==> src/rtl/sctl_pkg.sv <==
package sctl_pkg;

    // Frame-level states of the receiver
    typedef enum logic [1:0] {
        ST_IDLE = 2'd0,   // enable high, no frame open
        ST_ADDR = 2'd1,   // collecting device address bits
        ST_DATA = 2'd2,   // address accepted, shifting payload
        ST_SKIP = 2'd3    // address rejected, wait for enable release
    } frame_st_e;

endpackage

==> src/rtl/sctl_sync.sv <==
// Multi-bit synchroniser: each wire gets its own flop chain plus one extra
// stage holding the previous synchronised value for edge detection.
module sctl_sync #(
    parameter int             W       = 3,
    parameter int             STAGES  = 2,
    parameter logic [W-1:0]   RST_VAL = '0
) (
    input  logic         clk,
    input  logic         rst_n,
    input  logic [W-1:0] d_i,
    output logic [W-1:0] q_o,
    output logic [W-1:0] q_prev_o
);

    localparam int CHAIN_W = STAGES + 1;

    for (genvar g = 0; g < W; g++) begin : g_wire
        logic [CHAIN_W-1:0] chain_q;

        always_ff @(posedge clk or negedge rst_n) begin
            if (!rst_n) begin
                chain_q <= {CHAIN_W{RST_VAL[g]}};
            end else begin
                chain_q <= {chain_q[CHAIN_W-2:0], d_i[g]};
            end
        end

        assign q_o[g]      = chain_q[STAGES-1];
        assign q_prev_o[g] = chain_q[STAGES];
    end

endmodule

==> src/rtl/sctl_frame.sv <==
// Frame state machine: address check, payload shift register, commit decision.
module sctl_frame
    import sctl_pkg::*;
#(
    parameter int                ADDR_W   = 2,
    parameter logic [ADDR_W-1:0] ADDR_VAL = 2'b10,
    parameter int                WORD_W   = 9
) (
    input  logic              clk,
    input  logic              rst_n,
    input  logic              sclk_i,
    input  logic              sclk_prev_i,
    input  logic              sdat_i,
    input  logic              sen_n_i,
    input  logic              sen_n_prev_i,
    output logic [WORD_W-1:0] word_o,
    output logic              commit_o
);

    localparam int CNT_W  = $clog2(WORD_W + 1);
    localparam int ACNT_W = (ADDR_W > 1) ? $clog2(ADDR_W) : 1;
    localparam logic [CNT_W-1:0]  CNT_FULL  = CNT_W'(WORD_W);
    localparam logic [ACNT_W-1:0] ACNT_LAST = ACNT_W'(ADDR_W - 1);

    frame_st_e           state_q, state_d;
    logic [ADDR_W-1:0]   addr_sh_q;
    logic [ACNT_W-1:0]   addr_cnt_q;
    logic [WORD_W-1:0]   word_q;
    logic [CNT_W-1:0]    cnt_q;
    logic                commit_q;

    logic                en_fall, en_rise, bit_stb;
    logic [ADDR_W-1:0]   addr_next;
    logic                addr_last, addr_ok, word_full;

    // Edge qualification on synchronised wires
    assign en_fall   = sen_n_prev_i & ~sen_n_i;
    assign en_rise   = ~sen_n_prev_i & sen_n_i;
    assign bit_stb   = ~sen_n_i & sclk_i & ~sclk_prev_i;
    assign addr_next = {addr_sh_q[ADDR_W-2:0], sdat_i};
    assign addr_last = (addr_cnt_q == ACNT_LAST);
    assign addr_ok   = (addr_next == ADDR_VAL);
    assign word_full = (cnt_q == CNT_FULL);

    // State register
    always_ff @(posedge clk or negedge rst_n) begin
        if (!rst_n) begin
            state_q <= ST_IDLE;
        end else begin
            state_q <= state_d;
        end
    end

    // Next-state logic
    always_comb begin
        state_d = state_q;
        unique case (state_q)
            ST_IDLE: begin
                if (en_fall) begin
                    state_d = ST_ADDR;
                end
            end
            ST_ADDR: begin
                if (en_fall) begin
                    state_d = ST_ADDR;
                end else if (en_rise) begin
                    state_d = ST_IDLE;
                end else if (bit_stb && addr_last) begin
                    state_d = addr_ok ? ST_DATA : ST_SKIP;
                end
            end
            ST_DATA: begin
                if (en_fall) begin
                    state_d = ST_ADDR;
                end else if (en_rise) begin
                    state_d = ST_IDLE;
                end
            end
            ST_SKIP: begin
                if (en_fall) begin
                    state_d = ST_ADDR;
                end else if (en_rise) begin
                    state_d = ST_IDLE;
                end
            end
            default: state_d = ST_IDLE;
        endcase
    end

    // Datapath and output registers
    always_ff @(posedge clk or negedge rst_n) begin
        if (!rst_n) begin
            addr_sh_q  <= '0;
            addr_cnt_q <= '0;
            word_q     <= '0;
            cnt_q      <= '0;
            commit_q   <= 1'b0;
        end else begin
            commit_q <= 1'b0;
            if (en_fall) begin
                addr_sh_q  <= '0;
                addr_cnt_q <= '0;
                cnt_q      <= '0;
            end else begin
                unique case (state_q)
                    ST_ADDR: begin
                        if (bit_stb) begin
                            addr_sh_q  <= addr_next;
                            addr_cnt_q <= addr_cnt_q + 1'b1;
                        end
                    end
                    ST_DATA: begin
                        if (bit_stb) begin
                            word_q <= {word_q[WORD_W-2:0], sdat_i};
                            if (!word_full) begin
                                cnt_q <= cnt_q + 1'b1;
                            end
                        end
                        if (en_rise && word_full) begin
                            commit_q <= 1'b1;
                        end
                    end
                    ST_IDLE, ST_SKIP: begin
                    end
                    default: begin
                    end
                endcase
            end
        end
    end

    assign word_o   = word_q;
    assign commit_o = commit_q;


    commit_full_chk: assert property (@(posedge clk) disable iff (!rst_n)
        commit_q |-> $past(cnt_q) == CNT_FULL);


    commit_from_data_chk: assert property (@(posedge clk) disable iff (!rst_n)
        commit_q |-> $past(state_q) == ST_DATA);


    word_idle_hold_chk: assert property (@(posedge clk) disable iff (!rst_n)
        (sen_n_i && sen_n_prev_i) |=> $stable(word_q));


    commit_on_release_chk: assert property (@(posedge clk) disable iff (!rst_n)
        commit_q |-> $past(en_rise));

endmodule

==> src/rtl/sctl_bank.sv <==
// Function register bank with update strobe.
module sctl_bank #(
    parameter int SEL_W = 3,
    parameter int VAL_W = 6
) (
    input  logic                          clk,
    input  logic                          rst_n,
    input  logic                          wr_i,
    input  logic [SEL_W+VAL_W-1:0]        word_i,
    output logic [(1<<SEL_W)*VAL_W-1:0]   settings_o,
    output logic                          upd_stb_o,
    output logic [SEL_W-1:0]              upd_idx_o
);

    localparam int NFUNC = 1 << SEL_W;

    logic [SEL_W-1:0] sel;
    logic [VAL_W-1:0] val;
    logic             stb_q;
    logic [SEL_W-1:0] idx_q;

    assign sel = word_i[SEL_W+VAL_W-1:VAL_W];
    assign val = word_i[VAL_W-1:0];

    for (genvar g = 0; g < NFUNC; g++) begin : g_func
        logic [VAL_W-1:0] val_q;

        always_ff @(posedge clk or negedge rst_n) begin
            if (!rst_n) begin
                val_q <= '0;
            end else if (wr_i && (sel == SEL_W'(g))) begin
                val_q <= val;
            end
        end

        assign settings_o[g*VAL_W +: VAL_W] = val_q;
    end

    always_ff @(posedge clk or negedge rst_n) begin
        if (!rst_n) begin
            stb_q <= 1'b0;
            idx_q <= '0;
        end else begin
            stb_q <= wr_i;
            if (wr_i) begin
                idx_q <= sel;
            end
        end
    end

    assign upd_stb_o = stb_q;
    assign upd_idx_o = idx_q;


    stb_single_chk: assert property (@(posedge clk) disable iff (!rst_n)
        stb_q |=> !stb_q);


    settings_hold_chk: assert property (@(posedge clk) disable iff (!rst_n)
        !wr_i |=> $stable(settings_o));


    stb_value_chk: assert property (@(posedge clk) disable iff (!rst_n)
        stb_q |-> settings_o[int'(idx_q)*VAL_W +: VAL_W] == $past(val));

endmodule

==> src/rtl/serial_ctl_rx.sv <==
// Top: addressed three-wire serial settings receiver.
module serial_ctl_rx #(
    parameter int          SYNC_STAGES = 2,
    parameter int          ADDR_W      = 2,
    parameter logic [1:0]  ADDR_VAL    = 2'b10,
    parameter int          SEL_W       = 3,
    parameter int          VAL_W       = 6
) (
    input  logic                         clk,
    input  logic                         rst_n,
    input  logic                         ser_clk_i,
    input  logic                         ser_dat_i,
    input  logic                         ser_en_n_i,
    output logic [(1<<SEL_W)*VAL_W-1:0]  settings_o,
    output logic                         upd_stb_o,
    output logic [SEL_W-1:0]             upd_idx_o
);

    localparam int WORD_W = SEL_W + VAL_W;
    // wire order in the synchroniser: {enable, data, clock}
    localparam logic [2:0] IDLE_PINS = 3'b100;

    logic [2:0]        pins_cur, pins_prev;
    logic [WORD_W-1:0] word;
    logic              commit;

    sctl_sync #(
        .W       (3),
        .STAGES  (SYNC_STAGES),
        .RST_VAL (IDLE_PINS)
    ) u_sync (
        .clk      (clk),
        .rst_n    (rst_n),
        .d_i      ({ser_en_n_i, ser_dat_i, ser_clk_i}),
        .q_o      (pins_cur),
        .q_prev_o (pins_prev)
    );

    sctl_frame #(
        .ADDR_W   (ADDR_W),
        .ADDR_VAL (ADDR_VAL[ADDR_W-1:0]),
        .WORD_W   (WORD_W)
    ) u_frame (
        .clk          (clk),
        .rst_n        (rst_n),
        .sclk_i       (pins_cur[0]),
        .sclk_prev_i  (pins_prev[0]),
        .sdat_i       (pins_cur[1]),
        .sen_n_i      (pins_cur[2]),
        .sen_n_prev_i (pins_prev[2]),
        .word_o       (word),
        .commit_o     (commit)
    );

    sctl_bank #(
        .SEL_W (SEL_W),
        .VAL_W (VAL_W)
    ) u_bank (
        .clk        (clk),
        .rst_n      (rst_n),
        .wr_i       (commit),
        .word_i     (word),
        .settings_o (settings_o),
        .upd_stb_o  (upd_stb_o),
        .upd_idx_o  (upd_idx_o)
    );


    reset_quiet_chk: assert property (@(posedge clk) disable iff (!rst_n)
        $rose(rst_n) |-> !upd_stb_o);

endmodule

==> config.mk <==
export PLATFORM = sky130hd
export DESIGN_NAME = serial_ctl_rx
export DESIGN_NICKNAME = d
export VERILOG_FILES = /design/src/rtl/sctl_pkg.sv /design/src/rtl/sctl_sync.sv /design/src/rtl/sctl_frame.sv /design/src/rtl/sctl_bank.sv /design/src/rtl/serial_ctl_rx.sv
export SDC_FILE = /design/constraint.sdc
export NUM_CORES = 1
export LEC_CHECK = 0
export ABC_AREA = 1
export BUFFER_PORTS_ARGS = -buffer_cell sky130_fd_sc_hd__buf_2
export CAP_MARGIN = 40
export CORE_ASPECT_RATIO = 0.5
export CORE_UTILIZATION = 30
export DETAILED_ROUTE_END_ITERATION = 12
export PLACE_DENSITY = 0.51
export REMOVE_ABC_BUFFERS = 1
export SYNTH_ARGS = -nofsm -noshare
export SYNTH_HDL_FRONTEND = slang
export SYNTH_SLANG_ARGS = --single-unit
==> constraint.sdc <==
create_clock -name clk -period 1.6 [get_ports clk]
set_input_delay 0.16 -clock clk [delete_from_list [all_inputs] [get_ports clk]]
set_output_delay 0.16 -clock clk [all_outputs]
set_load 0.005 [all_outputs]
# Word-level counts from Yosys, hierarchy flattened
# Index checks and enable logic that the tools add are counted.
totals:
  latch_bits: 0
  regBits: 78
  rom_bits: 0
  n_memories: 0
  out_inout_bits: 52
  wordCells: 86
  ram_bits: 0
op_classes:
  n_addsub: 2
  n_bitwise: 8
  magnitude_cmp: 0
  multipliers: 0
  eq_ne: 16
  reduce_logical: 20
  mux: 21
  n_shift: 0
  div_mod_pow: 0
op_table:
  columns: ["cell", "n"]
  rows:
  - ["4-bit 2-to-1 mux", 4]
  - ["3-bit equality test (second input constant)", 4]
  - ["2-bit 2-to-1 mux", 6]
  - ["1-bit logical AND", 10]
  - ["1-bit 2-to-1 mux", 10]
  - ["3-bit AND reduction", 3]
  - ["2-bit equality test (second input constant)", 3]
  - ["3-bit by 2-bit equality test with 1-bit output (second input constant)", 2]
  - ["2-bit case mux with 3 select lines", 1]
  - ["2-bit nonzero test", 3]
  - ["4-bit by 1-bit adder with 4-bit output (second input constant)", 1]
  - ["1-bit AND", 4]
  - ["4-bit equality test (second input constant)", 1]
  - ["2-bit by 1-bit != test with 1-bit output (second input constant)", 2]
  - ["4-bit by 1-bit != test with 1-bit output (second input constant)", 1]
  - ["1-bit NOT", 4]
  - ["3-bit by 1-bit equality test with 1-bit output (second input constant)", 1]
  - ["3-bit zero test", 1]
  - ["3-bit by 1-bit != test with 1-bit output (second input constant)", 1]
  - ["2-bit by 1-bit equality test with 1-bit output (second input constant)", 1]
  - ["2-bit zero test", 1]
  - ["2-bit AND reduction", 1]
  - ["2-bit OR reduction", 1]
  - ["1-bit adder (second input constant)", 1]

# Depth between registers and ports, before layout
# Gate-level depths: netlist of run 1.
logic_depth:
  depth_word: 8
  depth_mapped: 9

# Cells and area by module
# A second synthesis of run 1 with hierarchy kept.
hier_totals:
  cells_unflattened: 369
  hier_area_um2: 3253.1
modules_own_cells:
  columns: ["mod", "n_inst", "area_each_um2", "cells_per_inst"]
  rows:
  - ["sctl_bank", 1, 2052.0, 238]
  - ["sctl_frame", 1, 927.1, 116]
  - ["sctl_sync", 1, 274.0, 15]

# Worst setup path before layout of run 1
# OpenSTA, ideal clock, no wires.
synth_timing:
  path_type: "flip-flop to flip-flop"
  start: "register u_sync.g_wire[2].chain_q[1]"
  end: "register u_frame.addr_cnt_q"
  required_time_ns: 1.483
  setup_ns: 0.117
  path_buffers: 1
  stages_incl_launch_ff: 8
  slack_ns: 0.170
  arrival_ns: 1.313
  path_cell_list: "dfstp_2 > inv_1 > ha_1 > inv_1 > buf_4 > o21ai_0 > nand3_1 > nand2_1"
synth_via:
  elab_chain_len: 5
  elab_cells_between_ends: 8
  classes_between: "mux (1); bitwise (4); reduce/logical (3)"
synth_lines:
  columns: ["element", "line", "text"]
  rows:
  - ["start: declaration", "sctl_sync.sv:18", "logic [CHAIN_W-1:0] chain_q;"]
  - ["start signal: assignment", "sctl_sync.sv:22", "chain_q <= {CHAIN_W{RST_VAL[g]}};"]
  - ["start signal: assignment", "sctl_sync.sv:24", "chain_q <= {chain_q[CHAIN_W-2:0], d_i[g]};"]
  - ["1-bit NOT *", "sctl_frame.sv:37, sctl_frame.sv:39", null]
  - ["1-bit AND (2 in a row)", "sctl_frame.sv:39", "assign bit_stb = ~sen_n_i & sclk_i & ~sclk_prev_i;"]
  - ["2-bit nonzero test (no source line)", null, null]
  - ["2-bit AND reduction (no source line)", null, null]
  - ["end signal: assignment", "sctl_frame.sv:109", "addr_cnt_q <= addr_cnt_q + 1'b1;"]
  - ["end: declaration", "sctl_frame.sv:27", "logic [ACNT_W-1:0] addr_cnt_q;"]
# Every way passes the cells marked *; elsewhere a longest branch is shown, timed or not.
# A chain may end at the register's enable or synchronous reset.

# Worst setup path after layout of run 1
layout_timing:
  start: "register u_sync.g_wire[2].chain_q[1]"
  end: "register u_frame.state_q[0]"
layout_via:
  elab_chain_len: 6
  elab_cells_between_ends: 14
  classes_between: "eq/ne (3); mux (4); bitwise (5); reduce/logical (2)"
layout_lines:
  columns: ["element", "line", "text"]
  rows:
  - ["1-bit NOT", "sctl_frame.sv:37, sctl_frame.sv:39", null]
  - ["1-bit AND (2 in a row)", "sctl_frame.sv:39", null]
  - ["1-bit logical AND", "sctl_frame.sv:68", "end else if (bit_stb && addr_last) begin"]
  - ["4-bit by 1-bit != test with 1-bit output (no source line)", null, null]
  - ["3-bit AND reduction (no source line)", null, null]
  - ["end signal: assignment", "sctl_frame.sv:50", "state_q <= state_d;"]
  - ["end: declaration", "sctl_frame.sv:25", "frame_st_e state_q, state_d;"]
# Several ways; a longest one is shown, not always the timed one.

==> results of run 1 <==
layout by cell type, fill, tap and decap left out, types with 5 or more instances in the layout:
cell type,synthesis,routed
buf_2,7,55
clkbuf_16,0,9
dfrtp_1,75,75
inv_1,18,17
inv_2,4,5
nand2_1,90,90
nand3_1,12,12
nor2_1,14,14
o21ai_0,15,15
o21ai_1,39,39
worst reg2reg max path, cell delays in order (launching register included):
cell and delay, ns:
dfstp_2 0.54, inv_1 0.05, ha_1 0.23, inv_2 0.15, nand3_1 0.11, nand2_1 0.11
nand2_1 0.06, nand2_1 0.06, nand2_1 0.04
worst max path at each step:
stage	from	end	cells past startpoint
detailed placement	u_sync.g_wire[2].chain_q[1]	u_frame.state_q[0]	8
global placement	u_sync.g_wire[2].chain_q[1]	u_frame.state_q[0]	8
finish	u_sync.g_wire[2].chain_q[1]	u_frame.state_q[0]	8
floorplan	u_sync.g_wire[2].chain_q[1]	u_frame.state_q[0]	8
global route	u_sync.g_wire[2].chain_q[1]	u_frame.state_q[0]	8
CTS	u_sync.g_wire[2].chain_q[1]	u_frame.state_q[0]	8
report_power, final:
part           internal (W)  switching (W)
clock network       0.00142       0.000813
registers           0.00203      0.0000538
logic             0.0000918       0.000163
total               0.00354        0.00103
cell families after synthesis:
logic type               share of synthesized area
flip-flops                                  0.6496
AO/OA/AOI/OAI                               0.1072
AND/OR/NAND/NOR                             0.1746
buffers and inverters                      0.04904
adder cells (fa/ha/maj)                    0.01663
XOR/XNOR                                  0.002910
flip-flops by register name (all words and copies together) (netlist names), 2 cells and up:
register               cells
u_bank.g_func.val_q       48
u_bank.upd_idx_o           3
u_frame.cnt_q              4
u_frame.state_q            2
u_frame.word_o             9
u_sync.g_wire.chain_q      8
Yosys cell counts:
cell type  instances  area share
nor2_1            14       0.017
buf_4              1      0.0025
nor3_4             1      0.0054
nand3_1           12       0.020
nand4_1            2      0.0042
o21ai_1           39       0.065
dfrtp_1           75        0.62
buf_6              2      0.0075
xor2_1             1      0.0029
o21ai_0           15       0.025
ha_1               4       0.017
nor4_1             1      0.0021
a21oi_2            4       0.012
dfstp_2            3       0.026
nand2_2            1      0.0021
nor2_4             2      0.0075
a21boi_0           1      0.0025
nand2_1           90        0.11
inv_1             18       0.022
a21oi_1            2      0.0033
nand2_4            1      0.0037
buf_2              7       0.012
inv_2              4      0.0050
layout make-up:
type	instances	area (sq um)
clock buffer	10	239.0
clock inverter	6	93.84
fill	958	5798
multi-input combinational	190	907.1
timing repair buffer	63	357.8
tap	135	168.9
inverter	22	82.58
sequential	78	1956
layer usage:
| layer | GRT usage | vias to the layer above |
|---|---|---|
| li1 | - | 1097 |
| met1 | 0.1673 | 1045 |
| met2 | 0.2255 | 45 |
| met3 | 0.05052 | 7 |
| met4 | 0.06028 | 0 |
| met5 | 0 | - |
metrics by stage:
stage	hold slack, ns	instance area [sq um]	total power [W]
after global placement	0.05962	3432	0.002362
after floorplan	-0.1356	2945	0.002270
final	0.2515	3805	0.004575
after CTS	0.2517	3805	0.004647
after global routing	0.2924	3805	0.004780
after detailed placement	0.06620	3432	0.002378
what timing repair did:
| action | CTS | global route |
|---|---|---|
| gates resized for setup | 0 | 1 |
| hold buffers | 4 | 0 |
| hold endpoints to repair | 22 | 0 |
| endpoints found under the setup margin | 0 | 8 |
==> results.py, run 1 <==
metrics = {
    "cts": {
        "max-clock-path-buffers": 2,
        "path_clk_slew_ns": 0.06,
        "cts-root-buf": "clkbuf_16",
        "h-tree-depth": 3,
        "post_cts_buffers": 0,
        "worstSkewPairLatency_ns": 0.33,
        "cts_num_sinks": 78,
        "cts_made_buffers": 9,
        "tritoncts": "yes",
    },
    "cells_and_area": {
        "drive_above_1_share": 0.2493,
        "n_antenna_cell": 0,
        "syn2layout_area_growth_pct": 26.39,
        "final_cell_count_no_fill": 504,
        "final_nets": 373,
        "finish.utilization": 0.3962,
    },
    "floorplanning": {
        "core_sq_um": 9603,
        "die_w_um": 143.7,
        "die-area_sq_um": 10460,
        "ioPinCount": 57,
        "die_h_um": 72.84,
        "row_count": 25,
        "initial_core_util": 0.3135,
    },
    "timing": {
        "fin_skew_ns": 0.004795,
        "period_minus_slack_ns": 1.463,
        "rsz0062_at_grt": "no",
        "hold_violations": 0,
        "slew_headroom": 0.7023,
        "slew_viol_final": 0,
        "setup_viol": 0,
        "tns_ns": 0,
        "fin_ws_ns": 0.1375,
        "worst_slew_pin_slew_ns": 0.4461,
        "min_period_over_period": 0.9141,
        "fmax_ghz": 0.6837,
    },
    "detailed_routing": {
        "wl_per_cell_um": 12.83,
        "antenna_left": 0,
        "drc": 0,
        "wl_met1_um": 2949,
        "drt_iter0_markers": 122,
        "vias_per_cell": 4.353,
        "wl_met2_um": 3073,
        "dr.pass1.iters": 4,
        "wl_met3_um": 350,
        "drt_wl_total_um": 6468,
        "top_layer": "met4",
        "vias": 2194,
    },
    "global_route": {
        "gr-usage-all-layers": 0.1386,
        "first_global_vias": 2169,
        "grt_overflow": 0,
        "grt_max_degree": 60,
        "grt_pass1_wl_um": 10680,
        "antenna_found_initial": 0,
    },
    "yosys": {
        "synth-seq-cells": 78,
        "synth-seq-area-share": 0.6496,
        "synth.distinct_cells": 23,
        "avgSynthCellArea_sq_um": 10.03,
        "netlist_area_sq_um": 3010,
        "yosysWarnings": 0,
        "synthCells": 300,
    },
    "placement": {
        "port_buffers": 56,
        "gp_congestion": 0.7626,
        "dpl.cell_count": 484,
        "dp_slack_ns": 0.05398,
        "dp_hpwl_um": 4447,
    },
    "setup_path": {
        "cp-end-kind": "flop",
        "regToRegSetupSlack_ns": 0.14,
        "worstPathCellList": "inv_1, ha_1, inv_2, nand3_1, nand2_1, nand2_1, nand2_1, nand2_1",
        "r2r_cells": 8,
        "crit_type": "flop to flop",
        "cp.arrival_ns": 1.69,
        "slowest_delay_ns": 0.54,
        "crit_path_start_kind": "flop",
        "crit_path_max_fanout": 7,
        "cp_top_family": "flip-flops",
        "path_buf_inv": 2,
        "worstPathRequired_ns": 1.83,
        "crit_path_frequent_cell": "nand2_1",
        "r2r-end": "u_frame.state_q[0]",
        "rr_startpoint": "u_sync.g_wire[2].chain_q[1]",
        "crit_slowest_cell": "dfstp_2",
    },
    "pwr": {
        "vdd_drop_max_mv": 0.5069,
        "p_leak_nw": 1.926,
        "powerDensity_nw_per_um2": 1202,
    },
    "run": {
        "drv_cap": 0,
    },
    "worst_hold_path": {
        "hp-class": "input port to async pin",
    },
    "status": {
        "status": "complete, no violations",
    },
}
Power figures use the tool's default switching activity.
==> inputs of run 2 (changes only) <==
--- a/config.mk
+++ b/config.mk
@@ -8,7 +8,7 @@
 export ABC_AREA = 1
 export BUFFER_PORTS_ARGS = -buffer_cell sky130_fd_sc_hd__buf_2
 export CAP_MARGIN = 40
-export CORE_ASPECT_RATIO = 0.5
+export CORE_ASPECT_RATIO = 0.75
 export CORE_UTILIZATION = 30
 export DETAILED_ROUTE_END_ITERATION = 12
 export PLACE_DENSITY = 0.51
==> run 2 against run 1 <==
Clock power up 26%; largest cell class unchanged; utilization increased by 0.62 points; clock skew up 0.0032 ns; first-iteration DRC count decreased by 5.7%; design area is 2.6% higher; count of clock-buffer cells in the layout stayed put; non-clock buffer count up 2; sequential power about the same; via count fell by 0.68%; power grew 13%; global-route usage shrank 0.24 points.
==> results.py, run 2 (same netlist as run 1, synthesis figures left out) <==
metrics = {
    "detailed_routing": {
        "antenna_left": 0,
        "vias": 2179,
        "vias_per_cell": 4.332,
        "dr.pass1.iters": 4,
        "drt_wl_total_um": 6426,
        "drt_iter0_markers": 115,
        "drc": 0,
        "wl_per_cell_um": 12.78,
    },
    "cells_and_area": {
        "n_fill_cell": 998,
        "largest-register": "u_bank.g_func.val_q",
        "largest_register_ffs": 48,
        "n_antenna_cell": 0,
        "drive_above_1_share": 0.2534,
        "ff_latch_area_sq_um": 1956,
        "final_nets": 375,
        "syn2layout_area_growth_pct": 29.63,
        "multi_input_area_sq_um": 907.1,
        "final_cell_mix": "nand2_1, dfrtp_1, buf_2",
        "final_common_cell": "nand2_1",
    },
    "setup_path": {
        "crit_path_start_kind": "flop",
        "cp-startpoint": "u_sync.g_wire[2].chain_q[1]",
        "crit_path_max_fanout": 7,
        "rr_startpoint": "u_sync.g_wire[2].chain_q[1]",
        "cp-end-kind": "flop",
        "crit_type": "flop to flop",
        "r2r_cells": 6,
        "cp.arrival_ns": 1.64,
        "worstPathRequired_ns": 1.86,
    },
    "placement": {
        "port_buffers": 56,
        "gp_congestion": 0.7513,
        "dp_hpwl_um": 4442,
    },
    "cts": {
        "h-tree-depth": 3,
        "tritoncts": "yes",
        "cts_num_sinks": 78,
        "max-clock-path-buffers": 2,
        "cts-root-buf": "clkbuf_16",
        "cts_made_buffers": 9,
        "worstSkewPairLatency_ns": 0.34,
        "post_cts_buffers": 0,
        "path_clk_slew_ns": 0.06,
    },
    "global_route": {
        "gr-usage-all-layers": 0.1362,
        "grt_pass1_wl_um": 10580,
        "antenna_found_initial": 0,
        "grt_overflow": 0,
        "grt_max_degree": 45,
        "first_global_vias": 2079,
    },
    "pwr": {
        "vdd_drop_max_mv": 0.6156,
        "p_leak_nw": 1.980,
        "power.total_w": 0.005173,
        "powerDensity_nw_per_um2": 1325,
    },
    "floorplanning": {
        "ioPinCount": 57,
        "die-area_sq_um": 10440,
        "row_count": 31,
        "die_h_um": 88.75,
        "initial_core_util": 0.3105,
        "die_w_um": 117.7,
        "core_sq_um": 9697,
    },
    "timing": {
        "slew_headroom": 0.7171,
        "worst_slew_pin_slew_ns": 0.4239,
        "tns_ns": 0,
        "fin_hold_ws_ns": 0.2052,
        "fin_skew_ns": 0.008001,
        "slew_viol_final": 0,
        "hold_violations": 0,
        "fmax_ghz": 0.7228,
        "rsz0062_at_grt": "no",
        "period_minus_slack_ns": 1.384,
        "setup_viol": 0,
        "min_period_over_period": 0.8647,
    },
    "worst_hold_path": {
        "hp-class": "input port to async pin",
    },
    "status": {
        "status": "complete, no violations",
    },
    "run": {
        "drv_cap": 0,
    },
}
-- run 2: final cells by class --
type                    count  share of cell area
flip-flops and latches     78              0.5011
well taps                 132             0.04232
repair buffers             65             0.09554
inverters                  22             0.02116
clock buffers              10             0.06124
multi-input cells         190              0.2324
clock inverters             6             0.04617
-- run 2: timing repair --
item                       in CTS  in global routing
hold buffers                    4                  0
setup endpoints to repair       0                  1
hold endpoints to repair       81                  0
gates resized for setup         0                  1
-- run 2: final timing paths --
check / endpoint / slack [ns]
worst max-delay path: u_frame.state_q[1] / 0.22
worst min-delay path: u_sync.g_wire[0].chain_q[2] / 0.21
worst max register to register: u_frame.state_q[1] / 0.22
worst min register to register: u_sync.g_wire[1].chain_q[1] / 0.35
max in group asynchronous: u_bank.g_func[0].val_q[1] / 0.84
min in group clk: u_sync.g_wire[1].chain_q[1] / 0.35
-- run 2: layer usage --
layer | part of all wire | up-vias | track usage
met3 | 0.051 | 4 | 0.04446
met1 | 0.51 | 1019 | 0.1829
met2 | 0.43 | 53 | 0.1979
met4 | 0.0076 | 0 | 0.06993
li1 | - | 1103 | -
met5 | 0 | - | 0
-- run 2: critical path: stages, from the launching register on --
cell	delay [ns]
dfstp_2	0.54
inv_1	0.05
ha_1	0.19
inv_2	0.13
nand3_1	0.11
nand2_1	0.10
a21boi_0	0.18
-- run 2: metrics by stage --
step	cells	setup WS, ns	util	instance area, sq um
detailed placement	483	0.1191	0.3551	3443
floorplan	290	0.08735	-	2945
global route	503	0.09022	0.4025	3902
CTS	503	0.1044	0.4025	3902
finish	503	0.2165	0.4025	3902
global placement	483	0.1469	0.3551	3443
-- run 2: power breakdown --
part	leakage, nW	total, W	switching, W	internal, W
Clock	0.203	0.00282	0.000784	0.00204
Sequential	1.06	0.00209	0.0000581	0.00203
Combinational	0.717	0.000256	0.000161	0.0000953
